[config.mk]
export PLATFORM = sky130hd
export DESIGN_NAME = ladder_seq
export DESIGN_NICKNAME = d
export VERILOG_FILES = /design/src/rtl/ladder_pkg.sv /design/src/rtl/ladder_scan.sv /design/src/rtl/ladder_ctrl.sv /design/src/rtl/ladder_seq.sv
export SDC_FILE = /design/constraint.sdc
export NUM_CORES = 1
export LEC_CHECK = 0
export BUFFER_PORTS_ARGS = -buffer_cell sky130_fd_sc_hd__buf_2
export CAP_MARGIN = 20
export CORE_MARGIN = 2
export CORE_UTILIZATION = 35
export CTS_CLUSTER_DIAMETER = 120
export DETAILED_ROUTE_END_ITERATION = 10
export PLACE_DENSITY_LB_ADDON = 0.12
export SETUP_SLACK_MARGIN = 0.2
export SLEW_MARGIN = 10
export SYNTH_ARGS = -nofsm -noshare
export SYNTH_HDL_FRONTEND = slang
export SYNTH_HIERARCHICAL = 1
export SYNTH_SLANG_ARGS = --single-unit
[constraint.sdc]
create_clock -name clk -period 4.1 [get_ports clk]
set_clock_uncertainty 0.15 [all_clocks]
set_input_delay 0.82 -clock clk [delete_from_list [all_inputs] [get_ports clk]]
set_output_delay 0.82 -clock clk [all_outputs]
set_load 0.02 [all_outputs]
[src/rtl/ladder_pkg.sv]
package ladder_pkg;

  typedef enum logic [1:0] {
    OP_LOAD   = 2'd0,
    OP_ADD    = 2'd1,
    OP_DBL    = 2'd2,
    OP_EXPORT = 2'd3
  } ladder_op_t;

  typedef enum logic [2:0] {
    PH_IDLE,
    PH_LOAD,
    PH_SEED,
    PH_ADD,
    PH_DBL,
    PH_OUT
  } ladder_phase_t;

  // strobes from control to the scalar datapath
  typedef struct packed {
    logic capture;
    logic step;
  } scan_strobe_t;

endpackage

[src/rtl/ladder_scan.sv]
module ladder_scan
  import ladder_pkg::*;
#(
  parameter int KW = 8,
  localparam int IDX_W = (KW > 1) ? $clog2(KW) : 1
) (
  input  logic         clk,
  input  logic         rst,
  input  scan_strobe_t strobe,
  input  logic [KW-1:0] scalarIn,
  output logic         scalarZero,
  output logic         leadIsZero,
  output logic         curBit,
  output logic         idxZero
);

  logic [KW-1:0]    scalarReg;
  logic [IDX_W-1:0] idx;
  logic [IDX_W-1:0] leadPos;
  logic             leadZeroReg;

  // leading-one position of the presented scalar
  always_comb begin
    leadPos = '0;
    for (int b = 0; b < KW; b++) begin
      if (scalarIn[b]) leadPos = IDX_W'(b);
    end
  end

  assign scalarZero = (scalarIn == '0);

  always_ff @(posedge clk) begin
    if (rst) begin
      scalarReg   <= '0;
      idx         <= '0;
      leadZeroReg <= 1'b0;
    end else if (strobe.capture) begin
      scalarReg   <= scalarIn;
      idx         <= leadPos - IDX_W'(1);
      leadZeroReg <= (leadPos == '0);
    end else if (strobe.step) begin
      idx <= idx - IDX_W'(1);
    end
  end

  assign curBit     = scalarReg[idx];
  assign idxZero    = (idx == '0);
  assign leadIsZero = leadZeroReg;

endmodule

[src/rtl/ladder_ctrl.sv]
module ladder_ctrl
  import ladder_pkg::*;
#(
  parameter int SLOT_W = 3,
  parameter int SLOT_P1 = 1,
  parameter int SLOT_P2 = 2
) (
  input  logic              clk,
  input  logic              rst,
  input  logic              run,
  input  logic              cmdReady,
  input  logic              cmdDone,
  input  logic              scalarZero,
  input  logic              leadIsZero,
  input  logic              curBit,
  input  logic              idxZero,
  output scan_strobe_t      strobe,
  output logic              cmdValid,
  output ladder_op_t        cmdOp,
  output logic [SLOT_W-1:0] cmdSrcA,
  output logic [SLOT_W-1:0] cmdSrcB,
  output logic [SLOT_W-1:0] cmdDst,
  output logic              valid,
  output logic              identity,
  output logic              busy
);

  localparam logic [SLOT_W-1:0] P1 = SLOT_W'(SLOT_P1);
  localparam logic [SLOT_W-1:0] P2 = SLOT_W'(SLOT_P2);

  ladder_phase_t phase;
  logic          inFlight;
  logic          validReg;
  logic          identReg;
  logic          finish;

  assign finish = inFlight && cmdDone;

  always_ff @(posedge clk) begin
    if (rst) begin
      phase    <= PH_IDLE;
      inFlight <= 1'b0;
      validReg <= 1'b0;
      identReg <= 1'b0;
    end else if (phase == PH_IDLE) begin
      if (run) begin
        validReg <= scalarZero;
        identReg <= scalarZero;
        if (!scalarZero) phase <= PH_LOAD;
      end
    end else if (!inFlight) begin
      if (cmdReady) inFlight <= 1'b1;
    end else if (finish) begin
      inFlight <= 1'b0;
      unique case (phase)
        PH_LOAD: phase <= leadIsZero ? PH_OUT : PH_SEED;
        PH_SEED: phase <= PH_ADD;
        PH_ADD:  phase <= PH_DBL;
        PH_DBL:  phase <= idxZero ? PH_OUT : PH_ADD;
        PH_OUT: begin
          phase    <= PH_IDLE;
          validReg <= 1'b1;
        end
        default: phase <= PH_IDLE;
      endcase
    end
  end

  always_comb begin
    strobe.capture = (phase == PH_IDLE) && run && !scalarZero;
    strobe.step    = finish && (phase == PH_DBL) && !idxZero;
  end

  // command fields; only the steering depends on the scalar bit
  always_comb begin
    cmdOp   = OP_LOAD;
    cmdSrcA = '0;
    cmdSrcB = '0;
    cmdDst  = P1;
    unique case (phase)
      PH_SEED: begin
        cmdOp   = OP_DBL;
        cmdSrcA = P1;
        cmdDst  = P2;
      end
      PH_ADD: begin
        cmdOp   = OP_ADD;
        cmdSrcA = P1;
        cmdSrcB = P2;
        cmdDst  = curBit ? P1 : P2;
      end
      PH_DBL: begin
        cmdOp   = OP_DBL;
        cmdSrcA = curBit ? P2 : P1;
        cmdDst  = curBit ? P2 : P1;
      end
      PH_OUT: begin
        cmdOp   = OP_EXPORT;
        cmdSrcA = P1;
        cmdDst  = '0;
      end
      default: ;
    endcase
  end

  assign cmdValid = (phase != PH_IDLE) && !inFlight && cmdReady;
  assign valid    = validReg;
  assign identity = identReg;
  assign busy     = (phase != PH_IDLE);

endmodule

[src/rtl/ladder_seq.sv]
module ladder_seq
  import ladder_pkg::*;
#(
  parameter int KW = 8,
  parameter int SLOT_W = 3
) (
  input  logic              clk,
  input  logic              rst,
  input  logic              run,
  input  logic [KW-1:0]     scalar,
  input  logic              cmdReady,
  input  logic              cmdDone,
  output logic              cmdValid,
  output logic [1:0]        cmdOp,
  output logic [SLOT_W-1:0] cmdSrcA,
  output logic [SLOT_W-1:0] cmdSrcB,
  output logic [SLOT_W-1:0] cmdDst,
  output logic              valid,
  output logic              identity
);

  scan_strobe_t strobe;
  ladder_op_t   opSel;
  logic         scalarZero;
  logic         leadIsZero;
  logic         curBit;
  logic         idxZero;
  logic         busy;

  ladder_scan #(.KW(KW)) u_scan (
    .clk        (clk),
    .rst        (rst),
    .strobe     (strobe),
    .scalarIn   (scalar),
    .scalarZero (scalarZero),
    .leadIsZero (leadIsZero),
    .curBit     (curBit),
    .idxZero    (idxZero)
  );

  ladder_ctrl #(.SLOT_W(SLOT_W)) u_ctrl (
    .clk        (clk),
    .rst        (rst),
    .run        (run),
    .cmdReady   (cmdReady),
    .cmdDone    (cmdDone),
    .scalarZero (scalarZero),
    .leadIsZero (leadIsZero),
    .curBit     (curBit),
    .idxZero    (idxZero),
    .strobe     (strobe),
    .cmdValid   (cmdValid),
    .cmdOp      (opSel),
    .cmdSrcA    (cmdSrcA),
    .cmdSrcB    (cmdSrcB),
    .cmdDst     (cmdDst),
    .valid      (valid),
    .identity   (identity),
    .busy       (busy)
  );

  assign cmdOp = opSel;

endmodule

After elaboration in Yosys (flattened, before gate mapping). Index checks and enable logic that the tools add are counted.

Output and inout port bits: 14. Register bits: 18. Input port bits: 13.

Eq/ne operators: 7. Order comparisons: 1. Muxes and demuxes: 33. Add/sub/neg operators: 2. Reductions and logical operators: 24.

Operators by type and width (number): two-way mux 3 bit (13); one-hot mux 3 bit (4 select lines) (2); two-way mux 1 bit (10); two-way mux 2 bit (5); logical NOT 3 bit (3); logical NOT 8 bit (1); AND reduction 4 bit (2); nonzero test 2 bit (4); logical AND 1 bit (7); equality test 3 x 2 -> 1 bit (second input constant) (2); equality test 3 bit (second input constant) (2); one-hot mux 2 bit (3 select lines) (1); one-hot mux 3 bit (2 select lines) (1); subtractor 3 x 1 -> 3 bit (second input constant) (2); less-than comparator 3 x 4 -> 1 bit (second input constant) (1); != test 2 bit (second input constant) (2); binary-select mux 1 bit (select 3 bit) (1); equality test 3 x 1 -> 1 bit (second input constant) (1); logical NOT 1 bit (3); nonzero test 3 bit (1); OR reduction 3 bit (1); AND reduction 2 bit (1); OR reduction 2 bit (1).

Longest topological paths before layout.
Depth after elaboration: 9. Mapped depth: 12. Mapped depth without buffers: 10.

Modules after synthesis. The synthesis kept the hierarchy.

By module, submodules not included: ladder_scan (instances 1, sequential area each 240.2 µm², area an instance 613.1 µm², cells an instance 64); ladder_ctrl (instances 1, sequential area each 120.1 µm², area an instance 455.4 µm², cells an instance 63).

Worst setup path before layout. No wires, ideal clock.

Path kind: input-to-reg. Start: input port scalar[7]. End: register u_scan.idx[2]. Stages: 12. Slack: 864 ps. Required time: 3880 ps. Arrival: 3016 ps. Library setup time: 70 ps. Cells stage by stage: nor4_1 > nand2_1 > nor2_1 > nor2_2 > buf_2 > buf_2 > o311ai_0 > o21ai_0 > ha_1 > and4b_1 > or3_1 > a21oi_1.

RTL lines: start, declared (line ladder_seq.sv:10) `input logic [KW-1:0] scalar,`; end signal, assigned (line ladder_scan.sv:39) `idx <= leadPos - IDX_W'(1);`; end signal, assigned (line ladder_scan.sv:42) `idx <= idx - IDX_W'(1);`; end, declared (line ladder_scan.sv:18) `logic [IDX_W-1:0] idx;`.

Worst setup path after layout.
Start: register u_scan.idx[1]. End: output port cmdDst[1].

Cells in the longest elaborated chain, start to end: 4.

Ends and longest elaborated chain: binary-select mux 1 bit (select 3 bit) (*) (line ladder_scan.sv:46) `assign curBit = scalarReg[idx];`; two-way mux 1 bit (implied by the code) (*) (line ladder_scan.sv:46); named net curBit (line ladder_seq.sv:26) `logic curBit;`; two-way mux 2 bit (on tied branches) (line ladder_ctrl.sv:95, ladder_ctrl.sv:90); one-hot mux 3 bit (4 select lines) (*) (line ladder_ctrl.sv:80) `unique case (phase)`; end, declared (line ladder_seq.sv:17) `output logic [SLOT_W-1:0] cmdDst,`.

Mark *: on every way through the listed nets, which the timed path passes. The rest lies on a longest branch. The select of a mux whose other input is x is not followed.

==> impl_metrics.csv <==
group,metric,value,unit
timing,final-max-slew-violation-count,0,
place,port_buffers,22,
yosys,postSynthAreaPerCell,8.41,um^2
power_and_ir_drop,vdd_drop_max,294,uV
floorplan,dieHeight,59.3,um
place,detailed_place.area,0.00119,mm^2
yosys,postSynthCellCount,127,
grt,grt_antenna_before_repair,0,
finish,design.final.nets,163,
drt,route.detailed.drc,0,
clocking,tritoncts.num_buffers,3,
clocking,hold_buffers_post_cts,0,
drt,initialDrtViolationCount,29,
clocking,cts_tree,"built",
worst_setup_path,timing_worst_setup_path_type,"reg -> out",
yosys,synthDistinctLibCells,39,
timing,rsz0062_at_grt,"false",
clocking,cts-root-to-sink-buffers,2,
finish,area_growth_syn_to_layout,13.2,%
yosys,yosysSeqAreaShare,33.7,%
timing,max_clock_freq,0.308,GHz
worst_setup_path,crit_path_max_fanout,5,
clocking,cts.repair.resized,0,
drt,dr_total_vias,964,
grt,grt_max_degree,20,
worst_setup_path,critical_path.endpoint_type,"output pin",
timing,setup-violations-final,0,
power_and_ir_drop,pwr_density_cell,688,mW/mm^2
grt,first_global_vias,917,
finish,share_of_cells_above_drive_strength_1,23.1,%
power_and_ir_drop,comb_power_share,53.2,%
yosys,yosys_warnings,6,
power_and_ir_drop,cell_leakage_power,0.527,nW
drt,antenna_violating_nets_post_route,0,
finish,fin_util,40.6,%
finish,fin_area,0.00121,mm^2
floorplan,placementRows,20,
floorplan,core_region_area,0.00298,mm^2
power_and_ir_drop,p_int,0.455,mW
power_and_ir_drop,switching_power,0.378,mW
drt,route.final.wire_length,2540,um
floorplan,dieArea,0.00351,mm^2
grt,global_route_total_overflow,0,
timing,fin_tns_setup,0,ps
place,place_hpwl,1880,um
yosys,cell_area_synth,0.00107,mm^2
drt,number_of_detailed_route_iterations_in_the_first_pass,4,
clocking,cts_root_buffer,"sky130_fd_sc_hd__clkbuf_4",
clocking,post_cts_setup_buffers,0,
power_and_ir_drop,power.switching_fraction,45.4,%
timing,max_slew.worst_pin.slew,645,ps
timing,hold_viol,0,
timing,timing.final.crit_share,79.3,%
worst_setup_path,worst_path_largest_cell_delay,590,ps
timing,final.hold.worst_slack,351,ps
place,gp_congestion,0.714,
clocking,cts.clk_slew.worst_paths,90,ps
flow_run,maxCapViolations,0,
power_and_ir_drop,share_seq_of_total_power,36.3,%
drt,detail_route.wl_per_cell,14.1,um
clocking,depth_of_the_cts_h_tree,1,
timing,maxSlewHeadroom,56.7,%
clocking,clk_latency,290,ps
clocking,cts_num_sinks,18,
floorplan,dieWidth,59.3,um
worst_setup_path,critical_path.startpoint_type,"flip-flop",
worst_setup_path,ordered_list_of_cells_on_the_worst_path,"mux4_1 -> mux2_2 -> and3_1 -> or2_2 -> buf_2",
yosys,synth_seq_cells,18,
floorplan,ios,27,
run_status,run_status,"completed",
grt,first_pass_grt_wire_length,4200,um
worst_setup_path,crit_arrival,2280,ps
timing,post-route-min-period,3250,ps
worst_setup_path,required,3130,ps
yosys,yosysTopAreaCellShare,33.7,%
hold_path,hold_path_class,"reg -> reg",
power_and_ir_drop,p_total,0.832,mW
grt,grt_use_total,15.8,%
yosys,yosys-top-cells-area,"sky130_fd_sc_hd__dfxtp_1, sky130_fd_sc_hd__mux2i_1, sky130_fd_sc_hd__nor2_1, sky130_fd_sc_hd__mux4_1, sky130_fd_sc_hd__nand2b_1",
power_and_ir_drop,p_clk_share,10.5,%
drt,vias_per_cell,5.36,
yosys,synth_area_leader_cell,"sky130_fd_sc_hd__dfxtp_1",
floorplan,floorplan.initialDensity,35.9,%
worst_setup_path,crit_slowest_cell,"sky130_fd_sc_hd__mux4_1",
finish,antenna_cells,0,
kinds of logic (layout without fill, tap and decap cells):
kind of cell / Yosys count / in the layout / share of synthesized area, %
adder cells (fa/ha/maj): 1 / 1 / 1.17
buffers and inverters: 12 / 29 / 6.21
multiplexers: 12 / 12 / 14.4
other: 1 / 4 / 0.351
AO/OA/AOI/OAI: 25 / 25 / 16.3
XOR/XNOR: 2 / 2 / 1.64
AND/OR/NAND/NOR: 56 / 56 / 26.2
flip-flops: 18 / 18 / 33.7
Yosys cell counts, drive strengths merged:
library cell,instances
nor2,25
dfxtp,18
buf,9
mux2i,9
a21oi,7
nor3,7
nand2b,6
nand2,5
o21ai,4
or3,3
a221oi,2
inv,2
mux4,2
nand3,2
o21bai,2
o22ai,2
o311a,2
o31ai,2
a211oi,1
a21boi,1
and3,1
and4b,1
clkbuf,1
conb,1
ha,1
mux2,1
nand4,1
nor2b,1
nor4,1
o221a,1
o311ai,1
or2,1
or3b,1
or4b,1
xnor2,1
xor2,1
final timing paths:
| check | start | to | slack (ps) | depth (start not counted) |
|---|---|---|---|---|
| worst max register to register | u_ctrl/phase[2] | u_scan/idx[2] | 1260 | 8 |
| worst min register to register | u_scan/leadIsZero | u_scan/leadIsZero | 350 | 2 |
| worst max-delay path | u_scan/idx[1] | cmdDst[1] | 850 | 5 |
| worst min-delay path | u_scan/leadIsZero | u_scan/leadIsZero | 350 | 2 |
per-stage QoR:
stage          instances  setup slack (ps)
2_1_floorplan        130               864
3_3_place_gp         177               956
3_5_place_dp         177               898
4_1_cts              180               820
5_1_grt              180               753
6_report             180               848
sequential cells by signal, indices dropped and copies added, names as in the netlist:
signal	cells
u_scan/scalarReg	8
u_scan/idx	3
u_ctrl/identity	1
u_ctrl/valid	1
u_ctrl/phase	3
u_ctrl/inFlight	1
u_scan/leadIsZero	1
routing by layer:
layer / vias to the layer above / GRT usage (%) / part of all wire, %
met4: 0 / 2.92 / 0.51
met5: - / 0 / 0
met2: 20 / 27.2 / 50
met1: 450 / 19.9 / 46
met3: 2 / 4.15 / 3.7
li1: 492 / - / -
layout make-up:
type	instances	area, um^2
repair buffers	24	125
well taps	33	41.3
inverters	2	7.51
flip-flops and latches	18	360
multi-input cells	100	653
fillers	333	1770
clock buffers	3	22.5
power by group through the flow:
stage | logic [mW] | registers (mW) | clock network, mW
floorplan | 0.380 | 0.262 | 0
global placement | 0.439 | 0.299 | 0
global route | 0.496 | 0.310 | 0.101
finish | 0.442 | 0.302 | 0.0877
CTS | 0.444 | 0.300 | 0.0940
detailed placement | 0.443 | 0.303 | 0
placed cells by master (no fill, tap or decap), types with 2 or more instances in the layout:
cell                        n
sky130_fd_sc_hd__a221oi_1   2
sky130_fd_sc_hd__o311a_1    2
sky130_fd_sc_hd__nand3_1    2
sky130_fd_sc_hd__or3_1      3
sky130_fd_sc_hd__conb_1     4
sky130_fd_sc_hd__nor2_1    24
sky130_fd_sc_hd__nand2_1    5
sky130_fd_sc_hd__buf_2     22
sky130_fd_sc_hd__nand2b_1   6
sky130_fd_sc_hd__o31ai_1    2
sky130_fd_sc_hd__mux2i_1    9
sky130_fd_sc_hd__inv_1      2
sky130_fd_sc_hd__clkbuf_4   3
sky130_fd_sc_hd__nor3_1     7
sky130_fd_sc_hd__buf_4      2
sky130_fd_sc_hd__o22ai_1    2
sky130_fd_sc_hd__dfxtp_1   18
sky130_fd_sc_hd__mux4_1     2
sky130_fd_sc_hd__a21oi_1    7
sky130_fd_sc_hd__o21ai_0    4
critical path: cells and delay by family, from the launching register on:
kind,cells,cell delay (ps)
muxes,2,900
and+or+nand+nor,2,460
DFF,1,470
buffers and inverters,1,160
No activity file was read; power rests on OpenSTA's default activity.
